<file path="config.mk">
export PLATFORM = sky130hd
export DESIGN_NAME = vol_chain
export DESIGN_NICKNAME = d
export VERILOG_FILES = /design/src/rtl/vc_pkg.sv /design/src/rtl/vc_cmd_decode.sv /design/src/rtl/vc_node.sv /design/src/rtl/vol_chain.sv
export SDC_FILE = /design/constraint.sdc
export NUM_CORES = 1
export LEC_CHECK = 0
export BUFFER_PORTS_ARGS = -buffer_cell sky130_fd_sc_hd__buf_2
export CAP_MARGIN = 20
export CORE_ASPECT_RATIO = 0.8
export CORE_MARGIN = 2
export CORE_UTILIZATION = 38
export DETAILED_ROUTE_END_ITERATION = 6
export GPL_ROUTABILITY_DRIVEN = 0
export GPL_TIMING_DRIVEN = 0
export HOLD_SLACK_MARGIN = 0.12
export RECOVER_POWER = 100
export SYNTH_ARGS = -nofsm -noshare
export SYNTH_HDL_FRONTEND = slang
export SYNTH_SLANG_ARGS = --single-unit
</file>
<file path="constraint.sdc">
create_clock -name clk_i -period 1.75 [get_ports clk_i]
set_input_delay 0.0875 -clock clk_i [delete_from_list [all_inputs] [get_ports clk_i]]
set_output_delay 0.0875 -clock clk_i [all_outputs]
set_load 0.02 [all_outputs]
</file>
<file path="src/rtl/vc_pkg.sv">
package vc_pkg;
  typedef enum logic [1:0] {
    VC_NOP = 2'b00,
    VC_SET = 2'b01,
    VC_SEL = 2'b10,
    VC_RSV = 2'b11
  } vc_op_e;
endpackage

</file>
<file path="src/rtl/vc_cmd_decode.sv">
module vc_cmd_decode
  import vc_pkg::*;
(
  input  logic       valid_i,
  input  logic [1:0] op_i,
  output logic       set_stb_o,
  output logic       sel_stb_o
);
  always_comb begin
    set_stb_o = 1'b0;
    sel_stb_o = 1'b0;
    if (valid_i) begin
      unique case (vc_op_e'(op_i))
        VC_SET:  set_stb_o = 1'b1;
        VC_SEL:  sel_stb_o = 1'b1;
        default: ;
      endcase
    end
  end
endmodule

</file>
<file path="src/rtl/vc_node.sv">
module vc_node #(
  parameter int unsigned ADDR_W = 4
) (
  input  logic              clk_i,
  input  logic              rst_ni,
  input  logic              en_i,
  input  logic              set_stb_i,
  input  logic              sel_stb_i,
  input  logic [ADDR_W-1:0] cmd_addr_i,
  output logic              en_o,
  output logic [ADDR_W-1:0] addr_o,
  output logic              sel_o
);
  logic              assigned_q;
  logic [ADDR_W-1:0] addr_q;
  logic              en_q;
  logic              sel_q;
  logic              take;

  assign take = set_stb_i && en_i && !assigned_q;

  always_ff @(posedge clk_i or negedge rst_ni) begin
    if (!rst_ni) begin
      assigned_q <= 1'b0;
      addr_q     <= '0;
      en_q       <= 1'b0;
      sel_q      <= 1'b0;
    end else begin
      if (take) begin
        addr_q     <= cmd_addr_i;
        assigned_q <= 1'b1;
      end
      // ready to successor trails the latch by one edge
      en_q <= assigned_q;
      if (sel_stb_i) sel_q <= assigned_q && (addr_q == cmd_addr_i);
    end
  end

  assign en_o   = en_q;
  assign addr_o = addr_q;
  assign sel_o  = sel_q;
endmodule

</file>
<file path="src/rtl/vol_chain.sv">
module vol_chain #(
  parameter int unsigned N_PKG  = 4,
  parameter int unsigned ADDR_W = 4
) (
  input  logic                    clk_i,
  input  logic                    rst_ni,
  input  logic                    cmd_valid_i,
  input  logic [1:0]              cmd_op_i,
  input  logic [ADDR_W-1:0]       cmd_addr_i,
  output logic [N_PKG-1:0]        en_o,
  output logic [N_PKG*ADDR_W-1:0] addr_o,
  output logic [N_PKG-1:0]        sel_o
);
  logic             set_stb;
  logic             sel_stb;
  logic [N_PKG:0]   chain;

  vc_cmd_decode u_dec (
    .valid_i   (cmd_valid_i),
    .op_i      (cmd_op_i),
    .set_stb_o (set_stb),
    .sel_stb_o (sel_stb)
  );

  assign chain[0] = 1'b1;

  for (genvar i = 0; i < N_PKG; i++) begin : g_node
    vc_node #(.ADDR_W(ADDR_W)) u_node (
      .clk_i      (clk_i),
      .rst_ni     (rst_ni),
      .en_i       (chain[i]),
      .set_stb_i  (set_stb),
      .sel_stb_i  (sel_stb),
      .cmd_addr_i (cmd_addr_i),
      .en_o       (chain[i+1]),
      .addr_o     (addr_o[i*ADDR_W +: ADDR_W]),
      .sel_o      (sel_o[i])
    );
  end

  assign en_o = chain[N_PKG:1];
endmodule

</file>
**Word-level counts from Yosys, hierarchy flattened**

Index checks and enable logic that the tools add are counted.
Widths: inputs -> output; s select.

- Bits in registers: 28
- Latch bits: 0
- Bits in writable memories: 0
- ROM bits: 0
- Memories kept: 0

- Add/subtract/negate cells: 0
- $mul: 0
- Divide/modulo/power cells: 0
- $lt $le $gt $ge: 0
- Equal/unequal tests: 6
- Shifts and indexed selects: 0
- Multiplexer cells: 4
- Bitwise operators: 0
- Reduce and logical (&&, ||, !) cells: 15

Operator list:

| kind | count |
|---|---|
| $eq 4x4->1 | 4 |
| $logic_and 1x1->1 | 11 |
| $logic_not 1->1 | 4 |
| $mux 1 | 4 |
| $eq 2x1->1 const B | 1 |
| $eq 2x2->1 const B | 1 |

**Logic depth before layout (Yosys ltp)**

Gate-level depths: netlist (run 1).

- Word-level depth: 5
- Mapped depth: 4
- Mapped depth without buffers: 3

**Cells and area by module**

A second synthesis (run 1) with hierarchy kept.

- Cells, all modules: 87
- Area total of the unflattened synthesis: 1297.5 um^2

By module, submodules not included:

| module | times used | cells an instance | area an instance (um^2) | sequential area each (um^2) |
|---|---|---|---|---|
| vc_node | 4 | 21 | 319.1 | 175.2 |
| vc_cmd_decode | 1 | 2 | 17.5 | 0.0 |
| vol_chain | 1 | 1 | 3.8 | 0.0 |

**Least setup slack after synthesis (run 1)**

OpenSTA, ideal clock, no wires.

- Path kind: reg2reg
- Start point: register g_node[1].u_node.assigned_q
- End point: register g_node[1].u_node.addr_q[0]
- Arrival: 1012 ps
- Required time: 1625 ps
- Slack: 613 ps
- Stages on the path, launching flop included: 3
- Buffers on the path: 0
- Clock period less this slack: 1137 ps
- Path through: dfrtp_1 nor3b_4 mux2_2

- Longest elaborated chain between the ends: 2

Ends and longest elaborated chain:

| what | line | RTL |
|---|---|---|
| from (decl) | vc_node.sv:14 | `logic assigned_q;` |
| from (signal assigned) | vc_node.sv:24 | `assigned_q <= 1'b0;` |
| from (signal assigned) | vc_node.sv:31 | `assigned_q <= 1'b1;` |
| $logic_not 1->1 | vc_node.sv:20 | `assign take = set_stb_i && en_i && !assigned_q;` |
| $logic_and 1x1->1 | vc_node.sv:20 |  |
| to (signal assigned) | vc_node.sv:30 | `addr_q <= cmd_addr_i;` |
| to (decl) | vc_node.sv:15 | `logic [ADDR_W-1:0] addr_q;` |

Every way passes these cells.
A chain may end at the register's enable or synchronous reset.

**Worst setup path in the final report (run 1)**

- Start point: register g_node[3].u_node.assigned_q
- End point: register g_node[3].u_node.addr_q[2]

- Longest elaborated chain between the ends: 2

Ends and longest elaborated chain:

| what | line |
|---|---|
| from (decl) | vc_node.sv:14 |
| from (signal assigned) | vc_node.sv:24 |
| from (signal assigned) | vc_node.sv:31 |
| $logic_not 1->1 | vc_node.sv:20 |
| $logic_and 1x1->1 | vc_node.sv:20 |
| to (signal assigned) | vc_node.sv:30 |
| to (decl) | vc_node.sv:15 |

Every way passes these cells.

==> run metrics, run 1 <==
minimum clock period after layout=roughly 1.2 ns; Yosys warning total=0; max_slew headroom=54.0%; setup TNS=0 ns; root buffer cell=clkbuf_8; Synth Cell Area=roughly 1300 um^2; status=complete, no violations; H-tree depth=1; drt drc=0; first drt pass iteration count=2; Slew Limit Fails=0; simple-gate area share of the yosys netlist=around 11%; Via Count=just over 800; WP data required=~1.9 ns; Clock transition at path regs=roughly 0.10 ns; Slew @ Worst Pin=roughly 0.69 ns; Final setup viols=0; first-pass GRT wire length=~4200 um; post-synthesis xor/xnor area fraction=just under 9%; Worst Path Arrival=1.39 ns; largest family of logic cells by synthesized area=multiplexers; most common cell after layout, fill and taps aside=dfrtp_1; Setup CP Type=reg -> reg; Final ANT Viol Nets=0; final non-filler cell total=around 170; total clock sinks=28; CP Launch Type=flip-flop; CTS Buf Count=3; max incr delay on CP=between 0.4 and 0.5 ns; CP max-delay cell=dfrtp_1; starting density of the core=between 30% and 40%; worst path cell trace=nor3b_4, mux2_2; commonest non-fill, non-tap cells in the layout=28 x dfrtp_1, 24 x clkbuf_1, 15 x mux2_2; Pwr Density=~1300 nW/um^2; Hold Slack=0.179 ns; post-synthesis sequential area ratio=a little over half; syn avg cell area=around 13 um^2; post-synthesis adder-cell area fraction=0%; Tcrit/Tclk final=69.7%; worst min-delay path class=in -> reg; Post-Synthesis Cells=99; # rows=19; cell count after placement=about 170; synth unique cells=22; Synth Area in Compound Gates=about 6.4%; worst vdd ir=between 0.0005 and 0.0006 V; remaining global-route overflow=0; ant diodes=0; fillcell total=~340; area of placed instances=roughly 1500 um^2; IO Port Bufs=28; Ports=33; Total GRT Usage=about 14%; Final Hold Violating Endpoints=0; Layout area overhead=17.3%; Max-Cap Viols=0; worst skew pair latency=0.28 ns; Worst Path Max Fanout=4; Pleak=slightly below 0.7 nW; initial antenna violation count=0; layout cells sized above 1=29.5%; Layout Nets=~140; routed wire length=~2500 um; DR iter-0 viols=28; Worst Skew=0.00751 ns; WL/cell=between 10 and 15 um; Mapped Nets=roughly 110; FF+latch count, synth=28; drt via density=about 4.7; area of the die=between 3000 and 4000 um^2; number of global-route vias before repair=roughly 820; CTS tree=done; Max clock buf depth=2; Tot Pwr=around 2 mW; largest net degree at the start of global routing=29; fin area=roughly 1500 um^2; DP HPWL=1740 um; Setup crit end kind=flip-flop; Die Wd=around 70 um; fmax=slightly above 0.8 GHz; Die Span Y=around 57 um; unrepaired setup endpoints after global routing=no; core area=~3400 um^2; post-synthesis mux area share=a little over an eighth
[cell type report]
cell class              count  area [um^2]  share of cell area [%]
plain buffers              12         80.1                    5.19
clock buffers               4         55.1                    3.57
inverters                   3         11.3                   0.730
multi-input cells          56          523                    33.9
flip-flops and latches     28          701                    45.4
well taps                  42         52.6                    3.41
repair buffers             29          120                    7.79
[cells in the mapped netlist (all sizes together)]
library cell,instances,share of area (%)
nor3b,3,4.3
o2111ai,1,0.67
and3b,1,0.67
nor3,3,1.1
o41ai,1,0.67
a21o,3,1.7
buf,12,6.1
nand2b,3,1.4
a32o,3,2.3
xor2,12,8.0
mux2,16,14
nand2,1,0.29
xnor2,1,0.67
inv,3,0.86
nand3b,2,2.1
nor2,4,1.1
dfrtp,28,53
a22o,1,0.67
o21ai,1,0.38
[through the flow]
stage	utilization, %	setup WS (ns)
after floorplan	-	0.613
after detailed placement	44.7	0.510
after global placement	44.7	0.529
after CTS	46.6	0.508
after global routing	45.7	0.456
final	45.7	0.530
[sequential cells by signal, indices dropped and copies added (netlist names)]
name,count
g_node.u_node.addr_o,16
g_node.u_node.assigned_q,4
g_node.u_node.en_o,4
g_node.u_node.sel_o,4
[where the power goes]
| group | internal, mW | switching [mW] | leakage (nW) |
|---|---|---|---|
| Combinational | 0.260 | 0.363 | 0.316 |
| Clock | 0.201 | 0.201 | 0.0288 |
| Sequential | 0.796 | 0.129 | 0.327 |
| Total | 1.26 | 0.694 | 0.672 |
[repair_timing]
item	in CTS	in global routing
hold buffers	1	0
endpoints found under the hold margin	28	0
endpoints found under the setup margin	0	0
buffers inserted	0	0
gates resized for setup	0	0
[critical path, delay by kind of cell, from the launching register on]
| family | cells | cell delay, ns |
|---|---|---|
| flip-flops | 1 | 0.44 |
| multiplexers | 1 | 0.37 |
| AND/OR/NAND/NOR | 1 | 0.30 |
[cell families after synthesis]
| family | after synthesis |
|---|---|
| xor+xnor | 13 |
| mux | 16 |
| flops | 28 |
| compound gates | 10 |
| simple gates | 17 |
| buf+inv | 15 |
[final timing paths]
check / start / endpoint / slack [ns] / cells after the start
worst min register to register: g_node[0].u_node.assigned_q / g_node[0].u_node.en_o / 0.45 / 0
worst max-delay path: g_node[3].u_node.assigned_q / g_node[3].u_node.addr_o[2] / 0.53 / 2
max in group asynchronous: rst_ni / g_node[0].u_node.sel_o / 0.92 / 2
min in group asynchronous: rst_ni / g_node[3].u_node.assigned_q / 0.38 / 2
worst max register to register: g_node[3].u_node.assigned_q / g_node[3].u_node.addr_o[2] / 0.53 / 2
worst min-delay path: cmd_op_i[0] / g_node[0].u_node.assigned_q / 0.18 / 3
[layer usage]
| metal | vias up | global-route usage, % | routed length, um | part of all wire [%] |
|---|---|---|---|---|
| met5 | - | 0 | 0 | 0 |
| met4 | 0 | 4.95 | 10 | 0.41 |
| met3 | 2 | 2.51 | 108 | 4.4 |
| met1 | 401 | 21.0 | 1300 | 53 |
| met2 | 21 | 19.7 | 1040 | 42 |
| li1 | 402 | - | - | - |
Power figures use the tool's default switching activity.
==> run 2: changes to the inputs <==
Settings changed: ABC_AREA set to 1.
Clock period 1.75 ns to 1.2 ns, I/O delays scaled along.
==> run metrics, run 2 <==
status=complete, no violations; Post-Synthesis Cells=173 (+75%); CP Launch Type=flip-flop; CTS tree=done; Final Hold Violating Endpoints=0 (unchanged); asr flop ratio synth=100% (unchanged); setup TNS=0 ns (unchanged); initial antenna violation count=0 (unchanged); DR iter-0 viols=41 (+46%); WL/cell=10.9 um (-22%); top-count cell post-synth=nand2_1; drt via density=4.43 (-6.6%); post-synthesis adder-cell area fraction=0% (unchanged); simple-gate area share of the yosys netlist=33.3% (+22 points); switching fraction of total power=23.2% (-12 points); Via Count=1117 (+35%); first drt pass iteration count=4 (+2); post-synth top area cell=dfrtp_1; layout cells sized above 1=17.1% (-12 points); Logic pwr share=8.7% (-23 points); fillcell total=382 (+11%); Clk pwr share=34.6% (+14 points); Flop pwr share=56.7% (+9.3 points); area of the die=4140 um^2 (+4.9%); routed wire length=2760 um (+12%); Resize count post-CTS=0 (unchanged); synth unique cells=13 (-41%); Post-synth top cells=72 x nand2_1, 28 x dfrtp_1, 18 x inv_1, 16 x o21ai_1, 10 x nor2_1; WP data required=1.14 ns (-0.78 ns); Layout Nets=220 (+55%); number of global-route vias before repair=935 (+14%); largest family of logic cells by synthesized area=simple AND/OR/NAND/NOR gates; post-route setup slack=0.138 ns (-0.392 ns); Hold Slack=0.169 ns (-0.0101 ns); area taken by flip-flops and latches=701 um^2 (unchanged); post-synthesis mux area share=0% (-14 points); Place WS=0.293 ns (-0.217 ns); worst min-delay path class=in -> reg; top cell type's share of synthesized area=50.6% (-2.6 points); Slew Limit Fails=0 (unchanged); Worst Path Arrival=1.00 ns (-0.39 ns); Setup CP Type=reg -> out; ant diodes=0 (unchanged); minimum clock period after layout=roughly 1.1 ns; Clock transition at path regs=0.09 ns (about the same); IO Port Bufs=32 (+14%); Post-synth EDFFs=0 (unchanged); H-tree depth=1 (unchanged); fmax=0.941 GHz; worst vdd ir=0.000588 V (+1.3%); max_slew headroom=53.6% (-0.45 points); Synth Cell Area=1380 um^2 (+5.2%); worst skew pair latency=0.27 ns (about the same); uppermost layer routed=met3; Tcrit/Tclk final=approximately nine tenths; Synth Area in Compound Gates=5.79% (-0.59 points); top cells by area, synth=dfrtp_1 51%, nand2_1 20%, o21ai_1 5.8%; Layout area overhead=17.7%; post-synthesis sequential area ratio=50.6% (-2.6 points); Mapped Nets=182 (+69%); post-synthesis xor/xnor area fraction=0% (-8.7 points); Die Span Y=58.0 um (+2.4%); metal3 WL=181 um (+68%); CTS Buf Count=3 (unchanged); drt drc=0 (unchanged); Worst Skew=0.00500 ns (-0.00251 ns); metal2 WL=1180 um (+14%); Int Pwr=1.29 mW (+2.8%); ys flop type=dfrtp_1; commonest non-fill, non-tap cells in the layout=73 x nand2_1, 28 x dfrtp_1, 24 x clkbuf_1; Setup crit end kind=output port; Ports=33 (unchanged); Die Wd=71.5 um (+2.4%); cell count after placement=247 (+46%); FF+latch count, synth=28 (unchanged); fin area=1630 um^2 (+5.6%); remaining global-route overflow=0 (unchanged); largest net degree at the start of global routing=29 (unchanged); syn avg cell area=8.00 um^2 (-40%); Max-Cap Viols=0 (unchanged); core area=3470 um^2 (+2.8%); most common cell after layout, fill and taps aside=nand2_1; Worst Path Max Fanout=2 (-2); unrepaired setup endpoints after global routing=no; Reg2Reg Setup Slack=0.27 ns (-0.26 ns); Pleak=0.800 nW (+19%); root buffer cell=clkbuf_8; Yosys warning total=0 (unchanged); Pwr Density=1030 nW/um^2 (-18%); DP HPWL=2030 um (+17%); net switching power=0.389 mW (-44%); area of the multi-input gates=538 um^2 (+2.9%); Final setup viols=0 (unchanged); Slew @ Worst Pin=0.697 ns (+0.00678 ns); final non-filler cell total=252 (+45%); Max clock buf depth=2 (unchanged); area of placed instances=1600 um^2 (+5.9%); Final ANT Viol Nets=0 (unchanged); Total GRT Usage=14.1% (+0.26 points); max reg flops=16 (unchanged); starting density of the core=39.9% (+0.92 points); # rows=19 (unchanged); total clock sinks=28 (unchanged); first-pass GRT wire length=4490 um (+7.5%); Post-Route M1 WL=1390 um (+7.4%)
[run 2: final cells by class]
class / instances / area share (%)
plain buffers: 8 / 3.69
multi-input cells: 115 / 33.0
well taps: 42 / 3.23
repair buffers: 33 / 8.60
flip-flops and latches: 28 / 43.0
clock buffers: 4 / 3.38
inverters: 22 / 5.07
[run 2: timing repair]
action | in CTS | in global routing
buffers inserted | 0 | 0
endpoints found under the hold margin | 28 | 0
hold buffers | 1 | 0
[run 2: final timing paths]
| kind | start | cells after the start | end |
|---|---|---|---|
| setup / recovery | g_node[2].u_node.en_o | 2 | en_o[2] |
| hold / removal | cmd_addr_i[3] | 3 | g_node[2].u_node.addr_o[3] |
| setup reg to reg | g_node[3].u_node.assigned_q | 4 | g_node[3].u_node.addr_o[0] |
| hold reg to reg | g_node[3].u_node.assigned_q | 0 | g_node[3].u_node.en_o |
| max in group asynchronous | rst_ni | 2 | g_node[0].u_node.addr_o[2] |
| min in group asynchronous | rst_ni | 2 | g_node[2].u_node.addr_o[3] |
[run 2: cell families (layout without fill, tap and decap cells)]
family | Yosys count | in the layout
buf+inv | 30 | 67
compound gates | 16 | 16
flops | 28 | 28
simple gates | 99 | 99
[run 2: per-layer routing]
layer	vias to the layer above	GRT usage, %
met5	-	0
met4	0	1.62
met3	0	3.83
met2	32	21.2
met1	496	21.1
li1	589	-
[run 2: critical path, stage by stage (launching register included)]
cell and delay [ns]:
dfrtp_1 0.39, buf_4 0.12, clkbuf_1 0.21
[run 2: per-stage QoR]
stage | util [%] | total power, mW
after global placement | 46.0 | 1.12
after global routing | 46.9 | 1.75
final | 46.9 | 1.68
after CTS | 47.9 | 1.70
after floorplan | - | 1.06
after detailed placement | 46.0 | 1.12
[run 2: power groups by stage]
| stage | combinational, mW | sequential (mW) | clock [mW] |
|---|---|---|---|
| finish | 0.146 | 0.953 | 0.581 |
| global route | 0.166 | 0.955 | 0.632 |
| CTS | 0.153 | 0.953 | 0.596 |
| detailed placement | 0.151 | 0.972 | 0 |
| global placement | 0.150 | 0.972 | 0 |
| floorplan | 0.0842 | 0.972 | 0 |
==> run 3: changes to the inputs <==
Settings changed: CELL_PAD_IN_SITES_DETAIL_PLACEMENT set to 1, CELL_PAD_IN_SITES_GLOBAL_PLACEMENT set to 1, PLACE_DENSITY_LB_ADDON set to 0.1.
==> run metrics, run 3 (synthesis results as in run 2) <==
remaining global-route overflow=0 (unchanged); max_slew headroom=51.4% (-2.2 points); Pwr Density=1040 nW/um^2 (+0.46%); worst min-delay path class=in -> reg; Crit. Startpoint=g_node[0].u_node.en_o; area of the die=4140 um^2 (unchanged); CTS tree=done; Final Hold Violating Endpoints=0 (unchanged); WP data required=1.14 ns (about the same); Layout Nets=220 (unchanged); Levels on crit path=2 (unchanged); Worst Path Max Fanout=2 (unchanged); grt peak-use layer=met2; Worst Skew=0.00274 ns (-0.00226 ns); drt via density=4.74 (+7.0%); unrepaired setup endpoints after global routing=no; post-route setup slack=0.109 ns (-0.0290 ns); CP delay by family, top=flip-flops; number of global-route vias before repair=1172 (+25%); CP Launch Type=flip-flop; fillcell total=450 (+18%); Final ANT Viol Nets=0 (unchanged); commonest non-fill, non-tap cells in the layout=73 x nand2_1, 28 x dfrtp_1, 23 x clkbuf_1; hold_sp=cmd_addr_i[1]; Hold Slack=0.172 ns (+0.00336 ns); worst skew pair latency=0.27 ns (about the same); most common cell after layout, fill and taps aside=nand2_1; Slew @ Worst Pin=0.729 ns (+0.0327 ns); # rows=19 (unchanged); Ports=33 (unchanged); Die Wd=71.5 um (unchanged); first drt pass iteration count=4 (unchanged); routed wire length=3370 um (+22%); Setup crit end kind=output port; Slew Limit Fails=0 (unchanged); fmax=0.916 GHz (-2.7%); Max-Cap Viols=0 (unchanged); Worst Path Arrival=1.03 ns (+0.03 ns); max incr delay on CP=0.42 ns (+0.03 ns); Hold Path Cell Cnt=3 (unchanged); grt met3 use=4.00% (+0.17 points); Resize count post-CTS=0 (unchanged); final non-filler cell total=252 (unchanged); Setup CP Type=reg -> out; max reg flops=16 (unchanged); minimum clock period after layout=1.09 ns (+0.0290 ns); H-tree depth=1 (unchanged); status=complete, no violations; worst path cell trace=buf_4, clkbuf_1; setup TNS=0 ns (unchanged); Max clock buf depth=2 (unchanged); Total GRT Usage=17.9% (+3.8 points); area of placed instances=1600 um^2 (unchanged); Via Count=1195 (+7.0%); met1 Usage GRT=25.6% (+4.4 points); fin area=1630 um^2 (about the same); Tcrit/Tclk final=90.9% (+2.4 points); Place WS=0.270 ns (-0.0225 ns); CP bufs+invs=2 (unchanged); core area=3470 um^2 (unchanged); drt drc=0 (unchanged); Die Span Y=58.0 um (unchanged); IO Port Bufs=32 (unchanged); Pleak=0.802 nW (+0.32%); Final setup viols=0 (unchanged); initial antenna violation count=0 (unchanged); starting density of the core=39.9% (unchanged); root buffer cell=clkbuf_8; CTS Buf Count=3 (unchanged); largest net degree at the start of global routing=29 (unchanged); total clock sinks=28 (unchanged); layout cells sized above 1=17.1% (unchanged); Layout area overhead=17.6% (about the same); CP max-delay cell=dfrtp_1; ant diodes=0 (unchanged); WL/cell=13.4 um (+22%); Reg2Reg Depth=4 (unchanged); DR iter-0 viols=45 (+9.8%); M2 GR Usage=29.0% (+7.8 points); first-pass GRT wire length=5820 um (+30%); Clock transition at path regs=0.09 ns (about the same); RR Startpoint=g_node[0].u_node.assigned_q; cell count after placement=247 (unchanged); DP HPWL=2430 um (+20%); worst vdd ir=0.000566 V (-3.7%)
-- run 3: worst reg2reg max path, cell delays in order, from the launching register on --
cell	delay (ns)
dfrtp_1	0.41
inv_1	0.08
nand2_1	0.18
nand2_1	0.11
o21ai_0	0.08
-- run 3: layout make-up --
class / instances / area, um^2 / share of cell area (%)
Multi-Input combinational cell: 115 / 536 / 32.9
Clock buffer: 4 / 55.1 / 3.38
Tap cell: 42 / 52.6 / 3.23
Buffer: 8 / 60.1 / 3.69
Inverter: 22 / 82.6 / 5.07
Timing Repair Buffer: 33 / 141 / 8.69
Sequential cell: 28 / 701 / 43.0
-- run 3: report_power, final --
part	switching [mW]	leakage, nW	internal, mW
clock	0.289	0.0288	0.294
sequential	0.00376	0.349	0.950
combinational	0.103	0.425	0.0475
-- run 3: path summary, 6_finish.rpt --
check	endpoint	slack, ns
worst max-delay path	en_o[0]	0.11
worst min-delay path	g_node[3].u_node.addr_o[1]	0.17
worst max register to register	g_node[0].u_node.addr_o[0]	0.24
worst min register to register	g_node[3].u_node.en_o	0.41
max in group asynchronous	g_node[2].u_node.addr_o[0]	0.36
min in group asynchronous	g_node[2].u_node.addr_o[3]	0.37
-- run 3: per-layer routing --
layer,vias to the layer above,share of wire [%]
met1,576,48
met2,27,48
met3,2,3.9
met4,0,0.50
met5,-,0
li1,590,-
-- run 3: repair_timing --
item,in CTS,in global routing
endpoints found under the hold margin,28,0
setup buffers,0,0
hold buffers,1,0
-- run 3: through the flow --
stage | util (%) | total power, mW
floorplan | - | 1.06
global placement | 46.0 | 1.12
detailed placement | 46.0 | 1.13
CTS | 47.9 | 1.72
global route | 46.9 | 1.77
finish | 46.9 | 1.69
